--- src/rtl/wdt_stage_pkg.sv ---
package wdt_stage_pkg;
   // control register field positions
   localparam int CTL_PER_LSB  = 0;
   localparam int CTL_IE_BIT   = 8;
   localparam int CTL_ACT_LSB  = 12;
   // status register field positions
   localparam int ST_ARM_BIT   = 0;
   localparam int ST_PEND_BIT  = 1;
   localparam int ST_CAUSE_LSB = 4;

   typedef enum logic {
      REG_CTL = 1'b0,
      REG_ST  = 1'b1
   } wdt_reg_e;
endpackage

--- src/rtl/wdt_timebase.sv ---
module wdt_timebase #(
   parameter int TB_W = 64
) (
   input  logic            clk_i,
   input  logic            rst_ni,
   input  logic            tick_i,
   output logic [TB_W-1:0] tb_o
);
   logic [TB_W-1:0] tb_q;

   always_ff @(posedge clk_i) begin
      if (!rst_ni)     tb_q <= '0;
      else if (tick_i) tb_q <= tb_q + 1'b1;
   end

   assign tb_o = tb_q;
endmodule

--- src/rtl/wdt_tap_edge.sv ---
module wdt_tap_edge #(
   parameter int TB_W = 64,
   parameter int PW   = $clog2(TB_W)
) (
   input  logic            clk_i,
   input  logic            rst_ni,
   input  logic [TB_W-1:0] tb_i,
   input  logic [PW-1:0]   period_i,
   input  logic            hold_i,
   output logic            event_o
);
   localparam logic [PW-1:0] TOP_IDX = PW'(TB_W - 1);

   logic [PW-1:0] idx;
   logic          tap;
   logic          prev_q;
   logic          armed_q;

   // larger period value -> less significant bit
   assign idx = TOP_IDX - period_i;
   assign tap = tb_i[idx];

   always_ff @(posedge clk_i) begin
      if (!rst_ni) begin
         prev_q  <= 1'b0;
         armed_q <= 1'b0;
      end else begin
         prev_q  <= tap;
         armed_q <= !hold_i;
      end
   end

   // one cycle blanked after a control write: prev_q may hold a bit of the old tap
   assign event_o = armed_q && tap && !prev_q;
endmodule

--- src/rtl/wdt_escalate.sv ---
module wdt_escalate #(
   parameter int ACT_W = 2
) (
   input  logic             clk_i,
   input  logic             rst_ni,
   input  logic             event_i,
   input  logic [1:0]       clr_i,
   input  logic [ACT_W-1:0] act_i,
   output logic             arm_o,
   output logic             pend_o,
   output logic [ACT_W-1:0] cause_o,
   output logic             rst_req_o
);
   logic             arm_q, pend_q, req_q;
   logic [ACT_W-1:0] cause_q;
   logic             arm_d, pend_d, req_d;
   logic [ACT_W-1:0] cause_d;

   always_comb begin
      arm_d   = arm_q  & ~clr_i[0];
      pend_d  = pend_q & ~clr_i[1];
      cause_d = cause_q;
      req_d   = 1'b0;
      if (event_i) begin
         if (!arm_d)              arm_d  = 1'b1;
         else if (!pend_d)        pend_d = 1'b1;
         else if (act_i != '0) begin
            req_d   = 1'b1;
            cause_d = act_i;
         end
      end
   end

   always_ff @(posedge clk_i) begin
      if (!rst_ni) begin
         arm_q   <= 1'b0;
         pend_q  <= 1'b0;
         cause_q <= '0;
         req_q   <= 1'b0;
      end else begin
         arm_q   <= arm_d;
         pend_q  <= pend_d;
         cause_q <= cause_d;
         req_q   <= req_d;
      end
   end

   assign arm_o     = arm_q;
   assign pend_o    = pend_q;
   assign cause_o   = cause_q;
   assign rst_req_o = req_q;
endmodule

--- src/rtl/wdog_stage.sv ---
module wdog_stage #(
   parameter int TB_W  = 64,
   parameter int ACT_W = 2,
   parameter int DW    = 32
) (
   input  logic          clk_i,
   input  logic          rst_ni,
   input  logic          tb_tick_i,
   input  logic          wr_en_i,
   input  logic          wr_sel_i,
   input  logic [DW-1:0] wr_data_i,
   input  logic          rd_sel_i,
   output logic [DW-1:0] rd_data_o,
   output logic          irq_o,
   output logic          rst_req_o
);
   import wdt_stage_pkg::*;

   localparam int PW = $clog2(TB_W);

   // elaboration-time parameter checks
   if (TB_W < 4 || TB_W != (1 << PW)) begin : g_bad_tbw
      $error("TB_W must be a power of two of at least 4");
   end
   if (PW > CTL_IE_BIT) begin : g_bad_pw
      $error("period field overlaps the interrupt enable bit");
   end
   if (ACT_W < 1 || ACT_W > 4 || CTL_ACT_LSB + ACT_W > DW) begin : g_bad_act
      $error("reset action field does not fit the register width");
   end

   logic [TB_W-1:0]  tb;
   logic [PW-1:0]    per_q;
   logic             ie_q;
   logic [ACT_W-1:0] act_q;
   logic             ctl_wr, st_wr;
   logic [1:0]       clr;
   logic             tap_event;
   logic             arm, pend;
   logic [ACT_W-1:0] cause;

   assign ctl_wr = wr_en_i && (wr_sel_i == REG_CTL);
   assign st_wr  = wr_en_i && (wr_sel_i == REG_ST);
   assign clr    = st_wr ? {wr_data_i[ST_PEND_BIT], wr_data_i[ST_ARM_BIT]} : 2'b00;

   always_ff @(posedge clk_i) begin
      if (!rst_ni) begin
         per_q <= '0;
         ie_q  <= 1'b0;
         act_q <= '0;
      end else if (ctl_wr) begin
         per_q <= wr_data_i[CTL_PER_LSB +: PW];
         ie_q  <= wr_data_i[CTL_IE_BIT];
         if (act_q == '0) act_q <= wr_data_i[CTL_ACT_LSB +: ACT_W];
      end
   end

   wdt_timebase #(.TB_W(TB_W)) u_tb (
      .clk_i  (clk_i),
      .rst_ni (rst_ni),
      .tick_i (tb_tick_i),
      .tb_o   (tb)
   );

   wdt_tap_edge #(.TB_W(TB_W), .PW(PW)) u_tap (
      .clk_i    (clk_i),
      .rst_ni   (rst_ni),
      .tb_i     (tb),
      .period_i (per_q),
      .hold_i   (ctl_wr),
      .event_o  (tap_event)
   );

   wdt_escalate #(.ACT_W(ACT_W)) u_esc (
      .clk_i     (clk_i),
      .rst_ni    (rst_ni),
      .event_i   (tap_event),
      .clr_i     (clr),
      .act_i     (act_q),
      .arm_o     (arm),
      .pend_o    (pend),
      .cause_o   (cause),
      .rst_req_o (rst_req_o)
   );

   assign irq_o = pend & ie_q;

   always_comb begin
      rd_data_o = '0;
      if (rd_sel_i == REG_CTL) begin
         rd_data_o[CTL_PER_LSB +: PW]    = per_q;
         rd_data_o[CTL_IE_BIT]           = ie_q;
         rd_data_o[CTL_ACT_LSB +: ACT_W] = act_q;
      end else begin
         rd_data_o[ST_ARM_BIT]            = arm;
         rd_data_o[ST_PEND_BIT]           = pend;
         rd_data_o[ST_CAUSE_LSB +: ACT_W] = cause;
      end
   end
endmodule

--- config.mk ---
export PLATFORM = sky130hd
export DESIGN_NAME = wdog_stage
export DESIGN_NICKNAME = d
export VERILOG_FILES = /design/src/rtl/wdt_stage_pkg.sv /design/src/rtl/wdt_timebase.sv /design/src/rtl/wdt_tap_edge.sv /design/src/rtl/wdt_escalate.sv /design/src/rtl/wdog_stage.sv
export SDC_FILE = /design/constraint.sdc
export NUM_CORES = 1
export LEC_CHECK = 0
export CAP_MARGIN = 15
export CORE_MARGIN = 3
export CORE_UTILIZATION = 55
export CTS_CLUSTER_DIAMETER = 30
export DETAILED_ROUTE_END_ITERATION = 8
export PLACE_DENSITY = 0.82
export SLEW_MARGIN = 10
export SYNTH_ARGS = -nofsm -noshare
export SYNTH_HDL_FRONTEND = slang
export SYNTH_SLANG_ARGS = --single-unit
--- constraint.sdc ---
create_clock -name clk_i -period 3.8 [get_ports clk_i]
set_input_delay 0.38 -clock clk_i [delete_from_list [all_inputs] [get_ports clk_i]]
set_output_delay 0.38 -clock clk_i [all_outputs]
set_load 0.01 [all_outputs]
-- Yosys cells after proc, flatten, opt, wreduce, memory -nomap -nowiden
Cells that the tools add are included.
- order comparisons: 1
- bitwise logic cells: 6
- muxes and demuxes: 12
- $add $sub $neg: 2
- reduce and logical (&&, ||, !) cells: 11
- operators with widths (cell ; count):
    $add 64x1->64 const B ; 1
    $mux 2 ; 5
    $reduce_and 4->1 ; 2
    $lt 6x7->1 const B ; 1
    $bmux 1 s6 ; 1
    $mux 1 ; 6
    $sub 6x6->6 const A ; 1
    $logic_and 1x1->1 ; 4
    $and 1x1->1 ; 3
    $not 1->1 ; 3
    $logic_not 1->1 ; 2
    $logic_not 2->1 ; 1
    $reduce_and 2->1 ; 1
    $reduce_bool 2->1 ; 1
- input bits: 38
- output and inout port bits: 34
- logic and storage cells: 42
- flip-flop bits (word level): 80

-- Longest topological paths before layout
Gate-level depths: netlist (run 1).
- word-level depth: 6
- gate-level depth with buffers: 9
- mapped depth without buffers: 7

-- Hierarchy
From an unflattened synthesis (run 1), not the netlist that was laid out.
- cells, all modules: 525
- area total of the unflattened synthesis: 4660.7 sq um
- modules (own cells, without submodules) (module ; seq. area each (sq um) ; cells each ; instances ; area each (sq um)):
    wdt_timebase ; 1281.2 ; 357 ; 1 ; 3129.3
    wdt_tap_edge ; 40.0 ; 75 ; 1 ; 689.4
    wdog_stage ; 180.2 ; 74 ; 1 ; 633.1
    wdt_escalate ; 100.1 ; 19 ; 1 ; 209.0

-- Worst setup path before layout (run 1)
Ideal clock, no wire load.
- path type: register -> register
- start: register u_tb.tb_q[16], in the netlist u_tb.tb_o[16]
- end: register u_tb.tb_q[56], in the netlist u_tb.tb_o[56]
- path buffers: 3
- data arrival time: 2.271 ns
- data required time: 3.672 ns
- stages on the path, launching flop included: 10
- clock period less this slack: 2.399 ns
- library setup time: 0.128 ns
- slack: 1.401 ns
- cell sequence: dfxtp_1 nand4_2 or4_1 buf_2 or4_4 buf_6 buf_8 nor4_4 xnor2_1 nor2_1
- longest elaborated chain between the ends: 1
- RTL lines (item ; RTL line ; source):
    from (decl) ; wdt_timebase.sv:9 ; logic [TB_W-1:0] tb_q;
    from (signal assigned) ; wdt_timebase.sv:13 ; else if (tick_i) tb_q <= tb_q + 1'b1;
    $add 64x1->64 ; wdt_timebase.sv:13 ;
No other way between the ends.
A chain may end at the register's enable or synchronous reset.

==> flow_results.org, run 1 <==
** Status
- The flow ran to the end, and the final reports show no timing, DRC or antenna violations.

** Timing
- Final Hold Violating Endpoints :: 0
- Least setup slack across all paths after layout :: 1.084 ns
- Setup violations remaining at the end of the flow were counted as 0.
- For the pin with the worst max-slew slack, the measured transition is 0.8991 ns.
- Based on the critical path, the design can be clocked at up to 368.2 MHz.
- Dividing the final minimum period by the clock period gives 71.48%.
- Pins over their slew limit :: 0
- Skew final :: 0.01314 ns
- Setup repair after global routing missed its margin :: false
- After routing, the total negative slack on setup checks comes to 0 ns.
- Subtracting the final worst setup slack from the clock period gives about 2.7 ns.
- In this run the tightest slew margin relative to its limit is 39.98%.

** Power and ir drop
- Of the total power, combinational logic draws a little over 6%.
- Lkg Pwr :: 1.639 nW
- Net switching is 24.14% of the power.
- Net load switching power :: slightly below 400 uW
- The worst-case IR drop observed on VDD is approximately 0.16 mV.
- Pwr Density :: 329.7 nW/um^2
- Of the total power, registers draw 53.2%.
- Per report_power, the clock group accounts for between 40% and 50% of the total.
- Int Power :: 1.230 mW

** Synth
- Number of flops mapped to enable cells by yosys :: 0
- Summing every instance area after synthesis gives ~4500 um^2.
- By area the synthesized netlist is led by dfxtp_1 36%, xnor2_1 7.0%, nor2_1 6.7%.
- Of all flip-flops after synthesis, the portion carrying an async set or reset was 0%.
- Of the synthesized area, sequential elements account for 35.64%.
- Library cells used by synthesis :: 52
- The share of synthesized area in the top cell type comes to 35.64%.
- Mapped Cells :: 519
- Synthesized area per cell :: approximately 8.7 um^2
- The largest total area in the synthesized netlist belongs to dfxtp_1.
- Among all flip-flop cells after synthesis, the most frequent one is dfxtp_1.
- For this run, the number of Yosys warnings is 0.
- Post-synthesis sequential element count :: 80

** Clock network
- TritonCTS built the clock tree.
- Post-CTS Resized :: 0
- Count of hold buffers inserted by post-cts repair :: 0
- In this run, CTS created clock tree buffers numbering 9.
- CTS sink cnt :: 80
- Insertion delay of the later-clocked pin in the worst-skew pair :: 0.37 ns
- Post-CTS setup buffer count :: 0
- After clock tree synthesis, the clock-pin slew on the worst setup and hold paths is 0.09 ns.
- No sink is reached through more buffers than the 2 on the longest clock path.
- The cell sitting at the root of the clock tree is a clkbuf_8.
- The H-tree generated during clock tree synthesis spans 3 levels.

** Routing
- After the first detailed-routing iteration, the DRC count stood at around 250.
- The final layout contains routed wiring with a total length of 10060 um.
- Detail-routed net length per standard cell :: 15.65 um
- Once detail routing completed, the nets flagged for antenna violations numbered 0.
- The routed layout has 3736 vias.
- In the routed layout, each cell is associated on average with a via count of between 5 and 6.
- The pre-antenna-repair detailed-routing pass consisted of 5 iterations.
- For this run, design rule violations remaining after detail routing come to 0.

** Placed design
- Final Wtd Congestion :: 0.8442
- The count of buffers added on input and output ports is 25.
- At the placement stage, the worst setup path has a slack of 0.7108 ns.
- The wire-length estimate of the detail-placed layout is 7225 um.
- Placed cell count :: between 600 and 700

** Critical path
- The critical path goes through clkdlybuf4s50_1 > nand3_1 > or4_1 > nor3_1 > and4_1 > xnor2_1 > nor2_1.
- Reg-to-reg critical path endpoint :: u_tb.tb_o[58]
- Worst reg2reg setup slack :: 1.12 ns
- The critical path is of the primary input to register type.
- The slowest stage of the critical path is the clkdlybuf4s50_1 cell.
- Worst setup path startpoint :: tb_tick_i
- Largest driver fanout on the critical path :: 9
- The number of cells on the worst reg-to-reg path is 6.
- STA puts the critical path data required time at 4.03 ns.
- In this run the critical register-to-register path is launched from u_tb.tb_o[15].
- Data arrives at the worst endpoint at 2.95 ns.
- Slowest stage delay, CP :: 0.67 ns
- The most critical setup path has its endpoint at u_tb.tb_o[22].
- STA classifies the critical path startpoint as a primary input.
- The worst setup path is captured at a register.

** Layout
- Antenna diode count :: 0
- For this run, the share of the core covered by cells in the final layout is 62.69%.
- Share of layout cells above drive strength 1 :: 9.982%
- # nets final :: 575
- Area growth from synthesis to final layout :: 9.496%
- The finished layout holds between 600 and 700 standard cells, fillers aside.
- Filler instances :: 668
- The library cells used most frequently in the layout, excluding fill and tap cells, are 80 x nor2_1, 80 x dfxtp_1, 51 x nand2_1, 36 x xnor2_1, 25 x clkdlybuf4s50_1.

** Floorplan
- Die Outline Area :: 9290 um^2
- Core region area :: 7848 um^2
- The die is 96.39 um wide.
- In this run the core area contains 32 standard-cell rows.
- In this run the count of I/O pins placed on the die edge is 72.
- Die Height :: 96.39 um
- Initial Util :: 57.25%

** Global route
- The number of global-route vias before repair was around 3500.
- Remaining Overflow, GRT :: 0
- First-pass GRT wire length :: ~17000 um
- GRT Overall Usage :: a little under a quarter
- Entering global routing, the biggest net connects 55 pins.
- The initial antenna violation count is 0.

** Run
- Max-cap violations in this run came to 0.

** Worst hold path
- Tightest Hold Check Type :: register to register
[power groups by stage]
stage | Combinational (mW) | Clock (mW) | Sequential, mW
2_1_floorplan | 0.0870 | 0 | 0.872
3_3_place_gp | 0.0958 | 0 | 0.882
3_5_place_dp | 0.0976 | 0 | 0.882
4_1_cts | 0.0984 | 0.668 | 0.862
6_report | 0.0985 | 0.661 | 0.862
5_1_grt | 0.110 | 0.712 | 0.864
[area by class of cell]
| type | count | area (um^2) | share of cell area, % |
|---|---|---|---|
| multi-input cells | 404 | 2650 | 53.87 |
| flip-flops and latches | 80 | 1602 | 32.55 |
| repair buffers | 31 | 295.3 | 6.002 |
| clock buffers | 12 | 155.1 | 3.154 |
| well taps | 102 | 127.6 | 2.594 |
| clock inverters | 4 | 52.55 | 1.068 |
| inverters | 10 | 37.54 | 0.7630 |
[kinds of logic (layout without fill, tap and decap cells)]
family / count (synthesis) / in the layout / synth area share (%)
adders and majority gates: 1 / 1 / 0.2784
other: 1 / 23 / 0.08346
muxes: 32 / 32 / 10.61
buffers and inverters: 57 / 57 / 7.212
DFF: 80 / 80 / 35.64
AOI/OAI and AO/OA: 30 / 30 / 4.317
and+or+nand+nor: 259 / 259 / 30.35
xor gates and xnor gates: 59 / 59 / 11.50
[worst max-delay path: cells and delay by family]
family	cells	cell delay, ns
XOR/XNOR	1	0.12
buffers and inverters	1	0.67
AND/OR/NAND/NOR	5	1.77
[metal layers]
metal / up-vias / GRT usage (%) / routed length (um)
met2: 123 / 38.01 / 4875
met5: - / 0 / 0
met4: 0 / 10.28 / 261
li1: 1794 / - / -
met3: 26 / 4.260 / 551
met1: 1793 / 30.19 / 4376
[flip-flops by register name (all words and copies together), names as in the netlist]
signal           cells
u_tap.armed_q        1
per_q                6
u_tap.prev_q         1
u_esc.arm_o          1
u_esc.rst_req_o      1
act_q                2
u_esc.pend_o         1
u_tb.tb_o           64
ie_q                 1
u_esc.cause_o        2
[worst min path at each step]
stage | startpoint | endpoint | slack [ns] | cells past startpoint
2_1_floorplan | act_q[0] | act_q[0] | 0.44 | 2
3_3_place_gp | act_q[1] | act_q[1] | 0.45 | 2
3_5_place_dp | act_q[1] | act_q[1] | 0.46 | 2
4_1_cts | ie_q | ie_q | 0.48 | 2
5_1_grt | act_q[1] | act_q[1] | 0.50 | 2
6_report | ie_q | ie_q | 0.48 | 2
[metrics by stage]
step	instance area (um^2)	hold WS (ns)	power (mW)
global placement	4712	0.4491	0.9775
detailed placement	4712	0.4608	0.9793
floorplan	4576	0.4368	0.9589
CTS	4920	0.4786	1.628
global route	4920	0.4975	1.686
finish	4920	0.4771	1.622
[cells in the mapped netlist, drive strengths merged (2+ instances only)]
library cell	instances
mux2i	15
o32ai	2
nand3	23
mux4	12
nand4	22
and3	11
a21oi	13
inv	10
and4	9
or4	4
clkbuf	16
nand2b	3
nand4b	2
nor2	80
or2	3
nor2b	7
and2	9
or3	3
nor3	17
xor2	23
buf	31
xnor2	36
nand2	51
mux2	5
dfxtp	80
o21ai	2
nor4	13
a31oi	3
(Power assumes the default switching activity.)
==> run 2: changes to the inputs <==
--- a/config.mk
+++ b/config.mk
@@ -7,10 +7,10 @@
 export LEC_CHECK = 0
 export CAP_MARGIN = 15
 export CORE_MARGIN = 3
-export CORE_UTILIZATION = 55
+export CORE_UTILIZATION = 49
 export CTS_CLUSTER_DIAMETER = 30
 export DETAILED_ROUTE_END_ITERATION = 8
-export PLACE_DENSITY = 0.82
+export PLACE_DENSITY = 0.77
 export SLEW_MARGIN = 10
 export SYNTH_ARGS = -nofsm -noshare
 export SYNTH_HDL_FRONTEND = slang
==> constraint.sdc (replaced) <==
create_clock -name clk_i -period 2.25 [get_ports clk_i]
set_input_delay 0.225 -clock clk_i [delete_from_list [all_inputs] [get_ports clk_i]]
set_output_delay 0.225 -clock clk_i [all_outputs]
set_load 0.01 [all_outputs]
==> run 2 against run 1 <==
Net effect:
- power rose by 81%
- final area rose by 9.8%
- hold slack got worse by 0.056 ns
- sequential share of layout area fell by 2.6 points
- setup slack got worse by 1.0 ns
- clock skew fell by 0.0036 ns
- first-iteration DRC count fell by 12%
- largest cell class unchanged
==> flow_results.org, run 2 (synthesized netlist as in run 1, its figures left out) <==
** Status
- Status: finished clean (unchanged).

** Global route
- The global router's overall resource usage was 21.61% (was 23.31%).
- The maximum number of pins on one net before global-route repair was 27 (was 55).
- The number of global-route vias before repair is 3713 (was 3526).
- The overall overflow remaining after global route came to 0 (unchanged).
- The wire length of the first global-routing pass came to 17790 um (was 16800 um).
- The initial antenna violation count was 0 (unchanged).

** Floorplan
- The area of the core was 8806 um^2 (was 7848 um^2).
- I/O pin count :: 72 (unchanged)
- Width of the chip :: 101.8 um (was 96.39 um)
- Initial Util :: 51.02% (was 57.25%)
- Die Height :: 101.8 um (was 96.39 um)
- Die Outline Area :: 10350 um^2 (was 9290 um^2)
- The site row count was 34 (was 32).

** Layout
- Most frequent cells in the layout: 80 x nor2_1, 68 x dfxtp_1, 49 x nand2_1, 40 x buf_4, 36 x xnor2_1 (was 80 x nor2_1, 80 x dfxtp_1, 51 x nand2_1, 36 x xnor2_1, 25 x clkdlybuf4s50_1).
- The count of non-filler cells in the finished layout came to 687 (was 643).
- Max FFs per register :: 64 (unchanged)
- Final instance area :: 5400 um^2 (was 4920 um^2)
- The final net count is 613 (was 575).
- The layout cell share with drive strength beyond 1 was 21.07% (was 9.982%).
- Area growth from synthesis to final layout :: 20.19% (was 9.496%)
- Antenna diode count :: 0 (unchanged)
- Filler instances :: 736 (was 668)
- Most common cell after layout, fill and taps aside :: nor2_1

** Clock network
- The clock tree root driver cell is clkbuf_8 (unchanged).
- Inserted Clock Buffers :: 9 (unchanged)
- CTS sink cnt :: 80 (unchanged)
- The maximum count of clock buffers along a single path came to 2 (unchanged).
- The clock transition at the registers of the reported paths is 0.08 ns (was 0.09 ns).
- Insertion delay of the later-clocked pin in the worst-skew pair :: 0.36 ns (was 0.37 ns)
- Clock tree from TritonCTS :: built (unchanged)
- # H-tree levels :: 3 (unchanged)

** Critical path
- The endpoint type of the worst setup path was a register (unchanged).
- CP Launch Type :: register (was primary input)
- Cell-by-cell trace of the critical path :: ha_2 > nand3_1 > or4_1 > nor3_2 > buf_4 > and4_1 > xnor2_1 > nor2_1 (was clkdlybuf4s50_1 > nand3_1 > or4_1 > nor3_1 > and4_1 > xnor2_1 > nor2_1)
- Arrival time of data at the critical path endpoint :: 2.42 ns (was 2.95 ns)
- The cell with the biggest individual delay on the critical path is or4_1 (was clkdlybuf4s50_1).
- Largest driver fanout on the critical path :: 6 (was 9)
- The delay of the slowest cell on the worst path came to 0.58 ns (was 0.67 ns).
- Worst endpoint required time :: 2.50 ns (was 4.03 ns)
- The type of the setup path with the least slack is register to register (was primary input to register).

** Timing
- The worst-margin pin slew is 0.7052 ns (was 0.8991 ns).
- Final Hold Violating Endpoints :: 0 (unchanged)
- Setup repair after global routing missed its margin :: false (unchanged)
- The number of endpoints failing setup at the final stage was 0 (unchanged).
- Pins over their slew limit :: 0 (unchanged)
- The setup skew after layout came to 0.009548 ns (was 0.01314 ns).
- Subtracting the final worst setup slack from the clock period gives 2.162 ns.
- The worst slew margin relative to its limit is 52.89% (was 39.98%).
- For this run, the top clock speed supported by timing is 462.6 MHz.
- Of the available clock period, the critical path in the final layout requires around 96%.

** Power and ir drop
- Maximum resistive drop on vdd :: 0.4177 mV (was 0.1582 mV)
- The overall power of the completed layout was 2.939 mW (was 1.622 mW).
- The total leakage power is 1.909 nW (was 1.639 nW).
- Pwr Density :: 544.2 nW/um^2 (was 329.7 nW/um^2)

** Placed design
- Port Buffers :: 25 (unchanged)
- The placed cell count is 669 (was 627).
- Final Wtd Congestion :: 0.8756 (was 0.8442)
- The instance area at placement was 5067 um^2 (was 4712 um^2).
- HPWL after detailed placement :: 8053 um (was 7225 um)

** Routing
- The number of violations reported at the end of detailed-routing iteration 0 was 222 (was 252).
- Count of antenna-violating nets left after detailed routing :: 0 (unchanged)
- The routed via count is 3913 (was 3736).
- The total length of routed wires came to 11060 um (was 10060 um).
- Detail-routed net length per standard cell :: 16.10 um (was 15.65 um)
- The number of search-and-repair iterations in the first detailed-routing pass came to 4 (was 5).
- Vias per cell :: 5.696 (was 5.810)
- The DRC violations left is 0 (unchanged).

** Worst hold path
- Tightest Hold Check Type :: primary input to register (was register to register)

** Run
- Reported max-cap violation count :: 0 (unchanged)
==> run 2: cell types whose count changed in the layout (fill, tap and decap cells not counted), moves of 3 or more <==
cell	delta
buf_4	+34
clkinvlp_4	-3
dfxtp_1	-12
nor3_2	+6
nor3_1	-7
dfxtp_2	+11
==> run 2: final timing paths <==
| kind | startpoint | endpoint | slack [ns] | cells after the start |
|---|---|---|---|---|
| worst max register to register | u_tb.tb_o[1] | u_tb.tb_o[18] | 0.09 | 8 |
| worst min-delay path | wr_data_i[2] | per_q[2] | 0.42 | 3 |
| worst max-delay path | u_tb.tb_o[1] | u_tb.tb_o[18] | 0.09 | 8 |
| worst min register to register | ie_q | ie_q | 0.47 | 2 |
==> run 2: per-layer routing <==
layer	vias to the layer above	part of all wire [%]	global-route usage (%)
li1	1871	-	-
met4	0	1.9	7.669
met3	24	5.5	5.579
met5	-	0	0
met2	131	49	35.06
met1	1887	43	27.88
==> run 2: timing repair <==
item                       in CTS  in global routing
gates resized for setup         3                 18
setup endpoints to repair      13                 22
hold buffers                    0                  0
pin swaps                       1                  2
buffers inserted                0                  2
==> run 2: metrics by stage <==
stage / utilization, % / hold slack (ns) / setup slack, ns / setup TNS, ns
floorplan: - / 0.3610 / -0.01182 / -0.05653
global placement: 57.54 / 0.4481 / -0.09602 / -0.4223
detailed placement: 57.54 / 0.4642 / -0.06577 / -0.2902
CTS: 60.43 / 0.4117 / 0.002571 / 0
global route: 61.32 / 0.4391 / 0.003245 / 0
finish: 61.32 / 0.4210 / 0.08828 / 0
==> run 2: cell type report <==
cell class	count	area, um^2	share of cell area [%]
timing repair buffer	69	613.1	11.35
clock inverter	5	103.9	1.923
clock buffer	11	141.4	2.618
multi-input combinational	404	2750	50.93
sequential	80	1619	29.98
inverter	10	37.54	0.6951
tap	108	135.1	2.502
==> run 2: where the power goes <==
| group | switching [mW] | internal, mW |
|---|---|---|
| Sequential | 0.0195 | 1.43 |
| Clock | 0.530 | 0.768 |
| Combinational | 0.106 | 0.0860 |
==> run 2: worst max-delay path: cells and delay by family, from the launching register on <==
family	cells	cell delay, ns
adders and majority gates	1	0.21
xor gates and xnor gates	1	0.13
buffers and inverters	1	0.19
and+or+nand+nor	5	1.14
DFF	1	0.37
